[config.mk]
export PLATFORM = sky130hd
export DESIGN_NAME = px_wire_packer
export DESIGN_NICKNAME = d
export VERILOG_FILES = /design/src/rtl/px_wire_packer.sv
export SDC_FILE = /design/constraint.sdc
export NUM_CORES = 1
export LEC_CHECK = 0
export ABC_AREA = 1
export BUFFER_PORTS_ARGS = -buffer_cell sky130_fd_sc_hd__buf_2
export CAP_MARGIN = 5
export CORE_ASPECT_RATIO = 1.75
export CORE_MARGIN = 3
export CORE_UTILIZATION = 45
export DETAILED_ROUTE_END_ITERATION = 7
export HOLD_SLACK_MARGIN = 0.02
export PLACE_DENSITY_LB_ADDON = 0.1
export SYNTH_ARGS = -nofsm -noshare
export SYNTH_HDL_FRONTEND = slang
export SYNTH_SLANG_ARGS = --single-unit
[constraint.sdc]
create_clock -name clk -period 4 [get_ports clk]
set_input_delay 0.2 -clock clk [delete_from_list [all_inputs] [get_ports clk]]
set_output_delay 0.2 -clock clk [all_outputs]
set_load 0.05 [all_outputs]
[src/rtl/px_wire_packer.sv]
module px_wire_packer #(
  parameter logic [2:0] FMT_RESET = 3'd4
) (
  input  logic        clk,
  input  logic        rst_n,
  input  logic        cfg_we,
  input  logic [2:0]  cfg_fmt,
  input  logic        in_valid,
  output logic        in_ready,
  input  logic [23:0] in_rgb,
  input  logic        in_last,
  output logic        out_valid,
  input  logic        out_ready,
  output logic [7:0]  out_data,
  output logic        out_last
);

  logic [2:0]  fmt_q, lock_q, held_px_q;
  logic        half_q, last_q;
  logic [23:0] shreg_q;
  logic [1:0]  cnt_q;

  wire [2:0] use_fmt = half_q ? lock_q : fmt_q;
  wire       swap    = use_fmt[0];
  wire [7:0] c_r = in_rgb[23:16];
  wire [7:0] c_g = in_rgb[15:8];
  wire [7:0] c_b = in_rgb[7:0];
  wire [7:0] c_lead  = swap ? c_b : c_r;
  wire [7:0] c_trail = swap ? c_r : c_b;

  wire [2:0]  px3  = {c_lead[7], c_g[7], c_trail[7]};
  wire [15:0] w16  = {c_lead[7:3], c_g[7:2], c_trail[7:3]};
  wire [23:0] w18  = {c_lead[7:2], 2'b00, c_g[7:2], 2'b00, c_trail[7:2], 2'b00};
  wire [2:0]  hi3  = half_q ? held_px_q : px3;
  wire [2:0]  lo3  = half_q ? px3 : 3'b000;
  wire [7:0]  pair = use_fmt[1] ? {1'b0, hi3, 1'b0, lo3} : {2'b00, hi3, lo3};

  assign in_ready  = (cnt_q == 2'd0);
  assign out_valid = (cnt_q != 2'd0);
  assign out_data  = shreg_q[23:16];
  assign out_last  = last_q && (cnt_q == 2'd1);

  wire take = in_valid && in_ready;
  wire give = out_valid && out_ready;

  always_ff @(posedge clk) begin
    if (!rst_n) begin
      fmt_q     <= FMT_RESET;
      lock_q    <= FMT_RESET;
      held_px_q <= 3'b000;
      half_q    <= 1'b0;
      last_q    <= 1'b0;
      shreg_q   <= '0;
      cnt_q     <= 2'd0;
    end else begin
      if (cfg_we) fmt_q <= cfg_fmt;
      if (take) begin
        if (use_fmt[2]) begin
          last_q <= in_last;
          if (use_fmt[1]) begin
            shreg_q <= w18;
            cnt_q   <= 2'd3;
          end else begin
            shreg_q <= {w16, 8'h00};
            cnt_q   <= 2'd2;
          end
        end else if (half_q || in_last) begin
          shreg_q <= {pair, 16'h0000};
          cnt_q   <= 2'd1;
          last_q  <= in_last;
          half_q  <= 1'b0;
        end else begin
          half_q    <= 1'b1;
          held_px_q <= px3;
          lock_q    <= fmt_q;
        end
      end else if (give) begin
        shreg_q <= {shreg_q[15:0], 8'h00};
        cnt_q   <= cnt_q - 2'd1;
      end
    end
  end

  p_stall_hold_r11: assert property (@(posedge clk) disable iff (!rst_n)
    (out_valid && !out_ready) |=> (out_valid && $stable(out_data) && $stable(out_last)));

  p_busy_blocks_r12: assert property (@(posedge clk) disable iff (!rst_n)
    out_valid |-> !in_ready);

  p_last_valid_r8: assert property (@(posedge clk) disable iff (!rst_n)
    out_last |-> out_valid);

  p_open_pair_idle_r7: assert property (@(posedge clk) disable iff (!rst_n)
    half_q |-> !out_valid);

  p_frame_end_clears_r7: assert property (@(posedge clk) disable iff (!rst_n)
    (give && out_last) |=> (!out_valid && !half_q));

  p_pad_zero_r3: assert property (@(posedge clk) disable iff (!rst_n)
    (take && use_fmt[2] && use_fmt[1]) |=> (out_data[1:0] == 2'b00));

endmodule

; Word level (Yosys, flattened, before mapping)
; Cells that the tools add are included.
; Widths: inputs -> output; s select.
[classes]
n_mux = 19
eq_ne = 2
shifts = 0
n_addsub = 1
div_mod_pow = 0
n_lt_le_gt_ge = 0
bitwise = 2
reduce_logical = 12
multipliers = 0
[ops]
columns = operator, count
row1 = $mux 24, 4
row2 = $mux 19, 1
row3 = $mux 8, 2
row4 = $mux 3, 3
row5 = $mux 2, 4
row6 = $mux 7, 1
row7 = $reduce_and 2->1, 3
row8 = $reduce_bool 2->1, 3
row9 = $mux 1, 4
row10 = $logic_and 1x1->1, 3
row11 = $ne 3x2->1 const B, 1
row12 = $reduce_and 3->1, 1
row13 = $eq 2x1->1 const B, 1
row14 = $logic_not 2->1, 1
row15 = $not 1->1, 2
row16 = $sub 2x1->2 const B, 1
row17 = $logic_or 1x1->1, 1
[word_totals]
word_cells = 43
out_inout_bits = 11
ff_bits = 37
memories = 0
latchBits = 0
ramBits = 0
romBits = 0
inputBits = 33

; Logic depth before layout (Yosys ltp)
[depth]
ltp_word = 7
depth_mapped = 12
ltp_nobuf = 11

; Worst setup path before layout
; Ideal clock, no wire load.
[synth_path]
kind = register to register
start = register cnt_q[0]
end = register shreg_q[19]
t_required_ns = 3.878
slack_ns = 1.906
path_stages_with_launch = 11
period_less_slack_ns = 2.094
setup_time_ns = 0.122
t_arrival_ns = 1.972
n_path_buf = 1
path_cell_list = dfxtp_1 inv_1 ha_1 inv_1 nand2_1 nand2_1 nand2_4 inv_2 buf_2 o21ai_0 a21oi_2
[synth_via]
elab_chain_cells = 4
[synth_lines]
columns = element, line
row1 = from (decl), 21  ; logic [1:0] cnt_q;
row2 = from (signal assigned), 79  ; cnt_q <= cnt_q - 2'd1;
row3 = $logic_not 2->1 (*), 38  ; assign in_ready = (cnt_q == 2'd0);
row4 = named net in_ready, 9  ; output logic in_ready,
row5 = $logic_and 1x1->1 (*), 43  ; wire take = in_valid && in_ready;
row6 = $ne 3x2->1 (no line) or $reduce_bool 2->1 (tied branches), n/a
row7 = $reduce_and 2->1 (no line), n/a
row8 = to (signal assigned), 61  ; shreg_q <= w18;
row9 = to (signal assigned), 64  ; shreg_q <= {w16, 8'h00};
row10 = to (signal assigned), 68  ; shreg_q <= {pair, 16'h0000};
row11 = to (decl), 20  ; logic [23:0] shreg_q;
; Mark *: on every way through the listed nets, which the timed path passes. The rest lies on a longest branch.
; A chain may end at the register's enable or synchronous reset.

; Worst setup path after layout
[layout_path]
start = register cnt_q[0]
end = register shreg_q[18]
[layout_via]
elab_chain_cells = 4
[layout_lines]
columns = element, line
row1 = $logic_not 2->1 or $reduce_bool 2->1 (tied branches), "38, 39"
row2 = "$logic_and 1x1->1, on equally long branches", "43, 44"
row3 = $ne 3x2->1 (no line) or $reduce_bool 2->1 (tied branches), n/a
row4 = $reduce_and 2->1 (no line), n/a
; Parallel ways exist; a longest one is shown, timed or not.

==> results_dict.tcl <==
set metrics [dict create \
    n_antenna_cell 0 \
    p_leak_nw 1.16 \
    grt_max_degree 25 \
    dieHeight_um 96.4 \
    p_int_mw 0.735 \
    start_util_pct 47.3 \
    run_status "finished clean" \
    skew_ns 0.00515 \
    clkPwrFrac_pct 17.8 \
    hpwl_um 3870 \
    drtIter0Drc 57 \
    clk_pin_slew_worst_paths_ns 0.07 \
    pin_count 44 \
    postCtsSetupRepairBufs 0 \
    syn-cell-area_mm2 0.00210 \
    finalHoldViolCount 0 \
    slew_headroom_pct 59.4 \
    hold_path.class "in -> reg" \
    setup_tns_ns 0 \
    arrival_ns 2.41 \
    ant_nets 0 \
    cpMaxStageDelayCell "dfxtp_1" \
    yosys_most_used_dff "dfxtp_1" \
    nets 380 \
    wl_um 5210 \
    cts_sinks 35 \
    place_ws_ns 1.75 \
    areaGrowthSynthToFinish_pct 8.64 \
    numCtsBuffers 5 \
    fill_cells 480 \
    min_period_ns 2.22 \
    synth_commonest_cells "nand2_1 (80), inv_1 (47), dfxtp_1 (35), a21oi_1 (28), o21ai_0 (27)" \
    numPortBuffers 37 \
    vdd_drop_max_uv 307 \
    worstSkewPairLatency_ns 0.29 \
    yosys_register_bits 35 \
    path_class "reg -> reg" \
    tightest_slew_ns 0.608 \
    grt_pass1_wl_um 8560 \
    grt_pass1_vias 1902 \
    cpMostUsedCell "nor2_1" \
    start_kind "register" \
    p_sw_share_pct 48.7 \
    maxSlewViolCount 0 \
    postCtsHoldBufs 0 \
    finalCritPeriodShare_pct 55.5 \
    drc 0 \
    p_comb_share_pct 49.6 \
    via_per_inst 5.07 \
    place_congestion 0.888 \
    clockBufferDepth 2 \
    synth_top_area_share_pct 33.4 \
    switchingPower_mw 0.697 \
    coreArea_mm2 0.00444 \
    drive_gt1_share_pct 20.5 \
    setup-violations-final 0 \
    synth.area.top_cells "dfxtp_1 (33%), nand2_1 (14%), inv_1 (8.4%), a21oi_1 (6.7%), o21ai_0 (6.4%)" \
    seqPwrFrac_pct 32.6 \
    synth_nets 357 \
    synth-edff-count 0 \
    cts_resized 0 \
    end_kind "register" \
    synth.distinct_cells 25 \
    yosysMostFrequentCell "nand2_1" \
    post_drt_wl_per_cell_um 13.1 \
    maxCapViolations 0 \
    max_stage_delay_ns 0.35 \
    max_freq_mhz 451 \
    overflow 0 \
    synthCells 322 \
    seq_area_frac_synth_pct 33.4 \
    htree_levels 2 \
    die_area_mm2 0.00556 \
    crit_chain "inv_1, ha_1, nand2_2, inv_4, nand3b_4, nand2_4, inv_2, nand3_1, nor2_1, nor2_1" \
    track_usage_pct 20.2 \
    core.rowCount 32 \
    vias 2013 \
    post_synth.cell_area_avg_um2 6.52 \
    async_flop_share_pct 0 \
    synth_warnings 0 \
    die_width_um 57.7 \
    crit_fanout 24 \
    cp.required_ns 4.19 \
    cts_root_buf "clkbuf_8" \
    worst_slack_ns 1.78 \
    power_density_mw_per_mm2 628 \
    cts_tree "built" \
    yosysTopAreaCell "dfxtp_1" \
    rsz0062_at_grt "no" \
    firstDrtPassIters 5 \
    antenna_found_initial 0 \
]
==> metal layers <==
metal / share of wire, % / global-route usage [%]
met1: 40 / 21.4
met5: 0 / 0
met2: 53 / 37.1
met3: 3.8 / 3.72
met4: 3.0 / 10.4
==> flip-flops by register name, indices dropped and copies added (netlist names) <==
name / count
last_q: 1
cnt_q: 2
half_q: 1
held_px_q: 3
lock_q: 3
fmt_q: 3
shreg_q: 22
==> worst paths after layout <==
| path | start | slack [ns] | cells after the start | to |
|---|---|---|---|---|
| worst max-delay path | cnt_q[0] | 1.78 | 10 | shreg_q[18] |
| worst min-delay path | cfg_fmt[2] | 0.12 | 3 | fmt_q[2] |
| worst max register to register | cnt_q[0] | 1.78 | 10 | shreg_q[18] |
| worst min register to register | held_px_q[1] | 0.45 | 2 | held_px_q[1] |
==> placed cells by master (no fill, tap or decap), drive strengths merged <==
| cell type | synthesis | final |
|---|---|---|
| nand2 | 94 | 94 |
| inv | 50 | 50 |
| buf | 19 | 37 |
| dfxtp | 35 | 35 |
| o21ai | 34 | 34 |
| a21oi | 29 | 29 |
| nor2 | 29 | 29 |
| nand3 | 24 | 24 |
| clkbuf | 2 | 6 |
| a211oi | 2 | 2 |
| ha | 2 | 2 |
| nand3b | 1 | 1 |
| o22ai | 1 | 1 |
| clkinv | 0 | 1 |
| clkinvlp | 0 | 1 |
==> through the flow <==
step | power [mW] | std cells | area, um^2 | util [%] | hold slack [ns]
3_3_place_gp | 1.19 | 389 | 2200 | 49.4 | 0.417
3_5_place_dp | 1.19 | 389 | 2200 | 49.4 | 0.415
4_1_cts | 1.45 | 397 | 2280 | 51.4 | 0.116
6_report | 1.43 | 397 | 2280 | 51.4 | 0.119
2_1_floorplan | 1.09 | 322 | 2100 | - | 0.300
5_1_grt | 1.54 | 397 | 2280 | 51.4 | 0.140
==> layout make-up <==
| class | instances | area, um^2 | area share [%] |
|---|---|---|---|
| Clock buffer | 6 | 72.6 | 3.18 |
| Clock inverter | 2 | 12.5 | 0.548 |
| Inverter | 50 | 190 | 8.33 |
| Multi-Input combinational cell | 216 | 1060 | 46.3 |
| Sequential cell | 35 | 701 | 30.7 |
| Tap cell | 51 | 63.8 | 2.80 |
| Timing Repair Buffer | 37 | 185 | 8.11 |
==> cells by family (layout without fill, tap and decap cells) <==
| logic type | after synthesis | after routing | share of synthesized area (%) |
|---|---|---|---|
| compound gates | 66 | 66 | 16.9 |
| fa+ha+maj | 2 | 2 | 1.19 |
| buf+inv | 71 | 95 | 16.3 |
| flops | 35 | 35 | 33.4 |
| simple gates | 148 | 148 | 32.2 |
==> power groups by stage <==
stage	Sequential [mW]	Clock [mW]	Combinational, mW
after floorplan	0.466	0	0.627
after global placement	0.474	0	0.714
after detailed placement	0.475	0	0.715
after CTS	0.468	0.261	0.717
after global routing	0.477	0.275	0.790
final	0.467	0.255	0.711
==> critical path, delay by kind of cell, from the launching register on <==
family,cells,cell delay (ns)
DFF,1,0.35
adders and majority gates,1,0.23
and+or+nand+nor,6,1.03
buffers and inverters,3,0.50
(Power assumes the default switching activity.)
